File: config.mk
export PLATFORM = sky130hd
export DESIGN_NAME = pwm_shadow_sync
export DESIGN_NICKNAME = d
export VERILOG_FILES = /design/src/rtl/pss_pkg.sv /design/src/rtl/pss_rst_sync.sv /design/src/rtl/pss_shadow_reg.sv /design/src/rtl/pss_trig_flags.sv /design/src/rtl/pss_pair_swap.sv /design/src/rtl/pwm_shadow_sync.sv
export SDC_FILE = /design/constraint.sdc
export NUM_CORES = 1
export LEC_CHECK = 0
export ABC_CLOCK_PERIOD_IN_PS = 4300
export CORE_AREA = 2 2 98 100
export CTS_CLUSTER_SIZE = 24
export DETAILED_ROUTE_END_ITERATION = 16
export DIE_AREA = 0 0 100 102
export PLACE_DENSITY = 0.68
export SYNTH_ARGS = -nofsm -noshare
export SYNTH_HDL_FRONTEND = slang
export SYNTH_SLANG_ARGS = --single-unit
export TNS_END_PERCENT = 1
File: constraint.sdc
create_clock -name clk -period 4.3 [get_ports clk]
set_clock_uncertainty 0.1 [all_clocks]
set_input_delay 1.29 -clock clk [delete_from_list [all_inputs] [get_ports clk]]
set_output_delay 1.29 -clock clk [all_outputs]
set_load 0.005 [all_outputs]
File: src/rtl/pss_pkg.sv
package pss_pkg;

  localparam int ADDR_W = 3;
  localparam int CFG_W  = 5;

  typedef enum logic [ADDR_W-1:0] {
    A_CFG     = 3'd0,
    A_CNTINIT = 3'd1,
    A_SWCTL   = 3'd2,
    A_SWAP    = 3'd3,
    A_TRIG    = 3'd4
  } addr_e;

  // packed MSB first: enh is bit 4, trig_keep is bit 0
  typedef struct packed {
    logic enh;
    logic swap_sel;
    logic swctl_sel;
    logic cnt_sel;
    logic trig_keep;
  } cfg_t;

endpackage

File: src/rtl/pss_rst_sync.sv
module pss_rst_sync (
  input  logic clk,
  input  logic rst_n,
  output logic rst_n_sync
);

  logic stage_q;

  always_ff @(posedge clk or negedge rst_n) begin
    if (!rst_n) begin
      stage_q    <= 1'b0;
      rst_n_sync <= 1'b0;
    end else begin
      stage_q    <= 1'b1;
      rst_n_sync <= stage_q;
    end
  end

endmodule

File: src/rtl/pss_shadow_reg.sv
module pss_shadow_reg #(
  parameter int W = 16
) (
  input  logic         clk,
  input  logic         rst_n,
  input  logic         on_sync,
  input  logic         sync_pulse,
  input  logic         wr_en,
  input  logic [W-1:0] wr_data,
  output logic [W-1:0] buf_q,
  output logic [W-1:0] act_q
);

  logic [W-1:0] buf_d;
  logic [W-1:0] act_d;
  logic         act_en;

  always_comb begin
    buf_d  = wr_en ? wr_data : buf_q;
    act_en = !on_sync || sync_pulse;
    act_d  = act_en ? buf_q : act_q;
  end

  always_ff @(posedge clk or negedge rst_n) begin
    if (!rst_n) begin
      buf_q <= '0;
      act_q <= '0;
    end else begin
      buf_q <= buf_d;
      act_q <= act_d;
    end
  end

  AST_CONT_FOLLOW: assert property (@(posedge clk) disable iff (!rst_n)
    !$past(on_sync) |-> act_q == $past(buf_q)) else $error("continuous update missed");

  AST_SYNC_HOLD: assert property (@(posedge clk) disable iff (!rst_n)
    $past(on_sync && !sync_pulse) |-> $stable(act_q)) else $error("active changed without pulse");

  AST_SYNC_LOAD: assert property (@(posedge clk) disable iff (!rst_n)
    $past(on_sync && sync_pulse) |-> act_q == $past(buf_q)) else $error("pulse load missed");

endmodule

File: src/rtl/pss_trig_flags.sv
module pss_trig_flags #(
  parameter int NTRIG = 3
) (
  input  logic             clk,
  input  logic             rst_n,
  input  logic             keep,
  input  logic [NTRIG-1:0] set_mask,
  input  logic [NTRIG-1:0] trig_in,
  output logic [NTRIG-1:0] flag_q,
  output logic [NTRIG-1:0] fire
);

  logic [NTRIG-1:0] flag_d;
  logic [NTRIG-1:0] clr_mask;

  always_comb begin
    fire     = trig_in & flag_q;
    clr_mask = keep ? '0 : fire;
    flag_d   = (flag_q & ~clr_mask) | set_mask;
  end

  always_ff @(posedge clk or negedge rst_n) begin
    if (!rst_n) flag_q <= '0;
    else        flag_q <= flag_d;
  end

  AST_TRIG_ARM: assert property (@(posedge clk) disable iff (!rst_n)
    (flag_q & $past(set_mask)) == $past(set_mask)) else $error("arm lost");

  AST_TRIG_CLEAR: assert property (@(posedge clk) disable iff (!rst_n)
    !$past(keep) |-> (flag_q & $past(trig_in & flag_q & ~set_mask)) == '0) else $error("flag not cleared");

  AST_TRIG_KEEP: assert property (@(posedge clk) disable iff (!rst_n)
    $past(keep) |-> ($past(flag_q) & ~flag_q) == '0) else $error("flag dropped in keep mode");

endmodule

File: src/rtl/pss_pair_swap.sv
module pss_pair_swap #(
  parameter int NPAIRS = 4
) (
  input  logic [NPAIRS-1:0]   swap_en,
  input  logic [2*NPAIRS-1:0] pwm_i,
  output logic [2*NPAIRS-1:0] pwm_o
);

  for (genvar m = 0; m < NPAIRS; m++) begin : g_pair
    always_comb begin
      if (swap_en[m]) begin
        pwm_o[2*m]   = pwm_i[2*m+1];
        pwm_o[2*m+1] = pwm_i[2*m];
      end else begin
        pwm_o[2*m]   = pwm_i[2*m];
        pwm_o[2*m+1] = pwm_i[2*m+1];
      end
    end
  end

endmodule

File: src/rtl/pwm_shadow_sync.sv
module pwm_shadow_sync #(
  parameter int NPAIRS  = 4,
  parameter int NTRIG   = 3,
  parameter int CNT_W   = 16,
  parameter int SWCTL_W = 16,
  parameter int DATA_W  = 16
) (
  input  logic                       clk,
  input  logic                       rst_n,
  input  logic                       wr_en,
  input  logic [pss_pkg::ADDR_W-1:0] wr_addr,
  input  logic [DATA_W-1:0]          wr_data,
  input  logic [pss_pkg::ADDR_W-1:0] rd_addr,
  output logic [DATA_W-1:0]          rd_data,
  input  logic                       sync_pulse,
  input  logic [NTRIG-1:0]           trig_in,
  input  logic [2*NPAIRS-1:0]        pwm_in,
  output logic [2*NPAIRS-1:0]        pwm_out,
  output logic [CNT_W-1:0]           cnt_init_o,
  output logic [SWCTL_W-1:0]         swctl_o,
  output logic [NTRIG-1:0]           trig_fire_o,
  output logic                       enh_sync_o
);

  import pss_pkg::*;

  localparam int NCH = 2 * NPAIRS;

  logic rst_i_n;

  pss_rst_sync u_rst (
    .clk       (clk),
    .rst_n     (rst_n),
    .rst_n_sync(rst_i_n)
  );

  // write decode
  logic wr_cfg, wr_cnt, wr_swctl, wr_swap, wr_trig;

  always_comb begin
    wr_cfg   = wr_en && (wr_addr == A_CFG);
    wr_cnt   = wr_en && (wr_addr == A_CNTINIT);
    wr_swctl = wr_en && (wr_addr == A_SWCTL);
    wr_swap  = wr_en && (wr_addr == A_SWAP);
    wr_trig  = wr_en && (wr_addr == A_TRIG);
  end

  // configuration register, written directly
  cfg_t cfg_q;
  cfg_t cfg_d;

  always_comb begin
    cfg_d = wr_cfg ? cfg_t'(wr_data[CFG_W-1:0]) : cfg_q;
  end

  always_ff @(posedge clk or negedge rst_i_n) begin
    if (!rst_i_n) cfg_q <= '0;
    else          cfg_q <= cfg_d;
  end

  assign enh_sync_o = cfg_q.enh;

  // buffered registers
  logic [CNT_W-1:0]   cnt_buf;
  logic [SWCTL_W-1:0] swctl_buf;
  logic [NPAIRS-1:0]  swap_buf;
  logic [NPAIRS-1:0]  swap_act;

  pss_shadow_reg #(.W(CNT_W)) u_cnt (
    .clk       (clk),
    .rst_n     (rst_i_n),
    .on_sync   (cfg_q.cnt_sel),
    .sync_pulse(sync_pulse),
    .wr_en     (wr_cnt),
    .wr_data   (wr_data[CNT_W-1:0]),
    .buf_q     (cnt_buf),
    .act_q     (cnt_init_o)
  );

  pss_shadow_reg #(.W(SWCTL_W)) u_swctl (
    .clk       (clk),
    .rst_n     (rst_i_n),
    .on_sync   (cfg_q.swctl_sel),
    .sync_pulse(sync_pulse),
    .wr_en     (wr_swctl),
    .wr_data   (wr_data[SWCTL_W-1:0]),
    .buf_q     (swctl_buf),
    .act_q     (swctl_o)
  );

  pss_shadow_reg #(.W(NPAIRS)) u_swap (
    .clk       (clk),
    .rst_n     (rst_i_n),
    .on_sync   (cfg_q.swap_sel),
    .sync_pulse(sync_pulse),
    .wr_en     (wr_swap),
    .wr_data   (wr_data[NPAIRS-1:0]),
    .buf_q     (swap_buf),
    .act_q     (swap_act)
  );

  // trigger flags
  logic [NTRIG-1:0] flag_q;
  logic [NTRIG-1:0] arm_mask;

  assign arm_mask = wr_trig ? wr_data[NTRIG-1:0] : '0;

  pss_trig_flags #(.NTRIG(NTRIG)) u_trig (
    .clk     (clk),
    .rst_n   (rst_i_n),
    .keep    (cfg_q.trig_keep),
    .set_mask(arm_mask),
    .trig_in (trig_in),
    .flag_q  (flag_q),
    .fire    (trig_fire_o)
  );

  // channel pair swap
  pss_pair_swap #(.NPAIRS(NPAIRS)) u_swp (
    .swap_en(swap_act),
    .pwm_i  (pwm_in),
    .pwm_o  (pwm_out)
  );

  // read mux
  always_comb begin
    rd_data = '0;
    case (rd_addr)
      A_CFG:     rd_data = DATA_W'(cfg_q);
      A_CNTINIT: rd_data = DATA_W'(cnt_buf);
      A_SWCTL:   rd_data = DATA_W'(swctl_buf);
      A_SWAP:    rd_data = DATA_W'(swap_buf);
      A_TRIG:    rd_data = DATA_W'(flag_q);
      default:   rd_data = '0;
    endcase
  end

  AST_SWAP_ONES: assert property (@(posedge clk) disable iff (!rst_i_n)
    $countones(pwm_out) == $countones(pwm_in)) else $error("swap lost a channel");

  AST_CFG_RSVD: assert property (@(posedge clk) disable iff (!rst_i_n)
    (rd_addr == A_CFG) |-> (rd_data >> CFG_W) == '0) else $error("reserved cfg bits set");

  AST_ENH_FOLLOW: assert property (@(posedge clk) disable iff (!rst_i_n)
    $past(wr_cfg) |-> enh_sync_o == $past(wr_data[CFG_W-1])) else $error("mode bit not taken");

  AST_FIRE_FLAG: assert property (@(posedge clk) disable iff (!rst_i_n)
    (trig_fire_o & ~flag_q) == '0) else $error("fire without armed flag");

  initial begin
    if (NCH != 2 * NPAIRS) $error("channel count mismatch");
  end

endmodule

; ---- Word-level counts from Yosys, hierarchy flattened
; Index checks and enable logic that the tools add are counted.
[totals]
inputBits = 37
wordCells = 46
reg_bits = 82
output_inout_bits = 60
ramBits = 0
mem_bits_ro = 0
mem_count = 0
latchBits = 0
[classes]
n_eq_ne = 8
reduce_logical = 13
n_mux = 7
n_addsub = 0
bitwise = 4
multipliers = 0
order_cmp = 0
div_mod_pow = 0
shift = 0
[ops]
columns = cell, count
row1 = $pmux 16 s5, 1
row2 = $eq 3x2->1 const B, 4
row3 = $mux 2, 4
row4 = $and 3x3->3, 2
row5 = $eq 3x1->1 const B, 2
row6 = $eq 3x3->1 const B, 2
row7 = $logic_not 3->1, 2
row8 = $mux 3, 2
row9 = $logic_and 1x1->1, 5
row10 = $logic_not 1->1, 3
row11 = $logic_or 1x1->1, 3
row12 = $not 3->3, 1
row13 = $or 3x3->3, 1

; ---- Longest topological paths before layout
[depth]
word_depth = 5
depth_mapped = 5
depth_no_buf = 3

; ---- Cells and area by module
; A second synthesis with hierarchy kept.
[unflattened]
hier_cells = 250
hier_area_um2 = 3747.3
[modules_own_cells]
columns = mod, cells_each, seq_area_each_um2, area_each_um2, n_inst
row1 = pss_shadow_reg (u_cnt ...), 69, 800.8, 1256.2, 2
row2 = pwm_shadow_sync, 72, 125.1, 621.8, 1
row3 = pss_shadow_reg (u_swap), 17, 200.2, 319.1, 1
row4 = pss_trig_flags, 12, 75.1, 135.1, 1
row5 = pss_pair_swap, 8, 0.0, 105.1, 1
row6 = pss_rst_sync, 3, 50.0, 53.8, 1

; ---- Least setup slack after synthesis
; No wires, ideal clock.
[synth_timing]
path_type = input to output
startpoint = in rd_addr[0] (netlist name)
endpoint = out rd_data[0]
required_ps = 2910
n_path_buf = 1
cell_stages = 4
setup_slack_ps = 886
arrival_time_ps = 2024
cell_sequence = buf_2 > mux2_2 > a21oi_1 > o22ai_1
[synth_via]
elab_chain_len = 2
elab_cells_between_ends = 6
classes_between = eq/ne (4) / mux (1) / reduce/logical (1)
[synth_lines]
columns = item, line_no
row1 = start: declaration, pwm_shadow_sync.sv:13  ; input logic [pss_pkg::ADDR_W-1:0] rd_addr,
row2 = "$eq 3x3->1, or another cell as far along", pwm_shadow_sync.sv:128  ; case (rd_addr)
row3 = $pmux 16 s5 *, pwm_shadow_sync.sv:128
row4 = end: declaration, pwm_shadow_sync.sv:14  ; output logic [DATA_W-1:0] rd_data,
; Mark *: on every way between the ends. The rest lies on a longest branch, timed or not.

; ---- Worst setup path after layout
; Same ends and word-level chain as after synthesis.

==> results.md <==
- CP top delay family: buffers and inverters
- DIE AREA: 10,200 sq um
- Number of diodes: 0
- Vias in the first global route: 2,610
- Layout fillers: 792
- Final ANT Viol Nets: 0
- Final Hold Fails: 0
- TritonCTS clock tree: done
- Final HPWL from detailed placement: 5880 um
- Fmax: 0.237 GHz
- Max stage delay on crit path: 0.47 ns
- Layout cells sized above 1: 26.8%
- Critical Path Source Type: input port
- Worst Tran Pin Value: 1.01 ns
- Yosys warning total: 0
- CTS Root Cell: clkbuf_8
- Slew Viols, Final: 0
- Core Rows: 35
- Crit-path max FO: 5
- Avg Cell Area, Syn: 13.9 sq um
- Post-synth EDFFs: 0
- Max_cap viols: 0
- Final Setup Violations: 0
- Worst reg2reg setup slack: 2.90 ns
- Worst EP arrival: 2.83 ns
- Worst r2r src: cfg_q[1]
- Die Wd: 100 um
- Status: complete, no violations
- Util after Layout: 54.8%
- GP Congestion: 0.847
- Hold slack final: 0.256 ns
- DR DRC count: 0
- Seq cells post-synth: 82
- Synth Flop Type: dfrtp_1
- Worst setup margin: 0.0772 ns
- Area grow syn2layout: 40.1%
- Aggregate routed wire length: 8590 um
- Syn Inst Count: 256
- Buffers on Ports: 96
- Synth area leaders: dfrtp_1 (58%), mux2_2 (17%), mux2_1 (9.5%)
- Reg clk slew, reported paths: 0.08 ns
- Most common cell in the synthesized netlist: dfrtp_1
- Seq/Total Area, Yosys: 57.6%
- Nets: 402
- Initial antenna violation count: 0
- Share of Yosys cell area claimed by the top area cell type: 57.6%
- Final Cycle Share: 98.2%
- CP Cell Sequence: dlygate4sd2_1, buf_6, mux2_2, a21oi_1, o22ai_1, clkdlybuf4s50_1
- Core Region: 9110 sq um
- Slowest-stage cell, CP: clkdlybuf4s50_1
- Crit path capture type: output pin
- Min-delay src: u_rst.stage_q
- Hold path cells: 0
- Cts bufs inserted: 9
- GRT Total Usage: 18.0%
- Drt initial violations: 56
- Pwr dens: 467 nW/um^2
- LEAKAGE: 2.09 nW
- Critical Path Start: rd_addr[0]
- I/O pins: 97
- Post-synth top cells: dfrtp_1 (82), mux2_2 (54), mux2_1 (30), a22oi_1 (14), nand2_1 (14)
- Chip height: 102 um
- Postcts setup bufs: 0
- Non-Filler Instances: 481
- Buf/Inv on CP: 3
- Maximum vdd ir drop: 247 uV
- Hold Path End: u_rst.rst_n_sync
- Slew margin rel.: 33.0%
- Pre-antenna DRT Iters: 4
- Post-DR vias/cell: 5.08
- # clock sinks: 82
- Vias post-DR: 2,445
- Total power: 0.00233 W
- Ys async rst share: 100%
- Dpl cells: 462
- First-pass GRT wire length: 14,000 um
- Net Count, Synth: 293
- Reg2Reg Depth: 3
- Yosys cell types: 26
- Synth Cell Area: 3560 sq um
- Largest net degree at the start of global routing: 81
- Kind of critical path: input port to output pin
- Clock latency on the worst-skew pair: 0.35 ns
- RR Endpoint: u_cnt.act_q[9]
- Hold-fix buffers at CTS: 0
- CP required: 2.91 ns
- Worst-case clock buffer depth: 2
- Initial Utilization: 39.1%
- Worst Setup Slack post-DPL: -0.189 ns
- Largest area contributor in the netlist: dfrtp_1
- Wire per inst: 17.9 um
- Minimum clock period: 4.22 ns
- Min-Delay Path Class: flip-flop to flip-flop
- Total grt overflow: 0
- H-tree Lvls: 3
-- metal layers --
layer / vias up / share of wire (%) / track usage, %
met5: - / 0 / 0
met1: 1217 / 45 / 23.8
li1: 1126 / - / -
met4: 0 / 1.5 / 7.06
met2: 91 / 47 / 28.7
met3: 11 / 6.7 / 4.72
-- sequential cells by signal (all words and copies together) (netlist names) --
name              count
cfg_q                 4
u_trig.flag_q         3
u_cnt.act_q          16
enh_sync_o            1
u_rst.rst_n_sync      1
u_swctl.buf_q        16
u_swctl.act_q        16
u_swap.act_q          4
u_cnt.buf_q          16
u_swap.buf_q          4
u_rst.stage_q         1
-- through the flow --
step	setup TNS (ns)	area (sq um)
floorplan	0	3560
global placement	-1.71	4710
detailed placement	-1.23	4710
CTS	0	4990
global route	-0.0500	4990
finish	0	4990
-- cell type report --
class,instances,area (sq um),share of cell area (%)
clock buffers,12,135,2.71
repair buffers,112,1080,21.6
clock inverters,4,76.3,1.53
flip-flops and latches,82,2060,41.2
well taps,111,139,2.78
multi-input cells,160,1500,30.1
-- cells by family (layout without fill, tap and decap cells) --
| family | count (synthesis) | after routing | synth area share, % |
|---|---|---|---|
| AO/OA/AOI/OAI | 24 | 24 | 4.78 |
| flip-flops | 82 | 82 | 57.6 |
| other | 1 | 1 | 0.105 |
| buffers and inverters | 14 | 128 | 2.32 |
| multiplexers | 86 | 86 | 27.5 |
| AND/OR/NAND/NOR | 49 | 49 | 7.69 |
-- what timing repair did --
item                                    4_1_cts  5_1_grt
pin swaps                                     0        0
endpoints found under the setup margin       16        5
resized for setup                            16        2
cloned                                        3        0
-- report_power, final --
part | internal (W) | switching [W] | total (W) | leakage (nW)
sequential | 0.000961 | 0.000141 | 0.00110 | 0.988
clock | 0.000329 | 0.000273 | 0.000602 | 0.101
combinational | 0.000431 | 0.000192 | 0.000623 | 1.00
-- worst max path at each step --
stage,slack [ns],end,cells after the start
final,0.08,rd_data[0],6
after global routing,-0.05,rd_data[1],6
after CTS,0.04,rd_data[8],7
after detailed placement,-0.19,rd_data[2],6
after global placement,-0.16,rd_data[0],6
after floorplan,0.89,rd_data[0],4
-- cells in the final DEF, fill, tap and decap left out, types with 3 or more instances in the layout --
| master | n |
|---|---|
| clkdlybuf4s50_1 | 93 |
| dfrtp_1 | 81 |
| mux2_2 | 54 |
| mux2_1 | 30 |
| nand2_1 | 14 |
| a22oi_1 | 14 |
| buf_4 | 12 |
| nor2_1 | 11 |
| clkbuf_8 | 9 |
| nand2b_1 | 4 |
| nor2b_4 | 3 |
| a21oi_2 | 3 |
| nor2b_2 | 3 |
| o22ai_1 | 3 |
| and2_1 | 3 |
| a22o_1 | 3 |
| clkbuf_1 | 3 |
| dlygate4sd2_1 | 3 |
-- worst register-to-register path: stages, from the launching register on --
cell and delay (ns):
dfrtp_1 0.37, nor2b_2 0.18, buf_4 0.28, mux2_2 0.37
(Power assumes the default switching activity.)
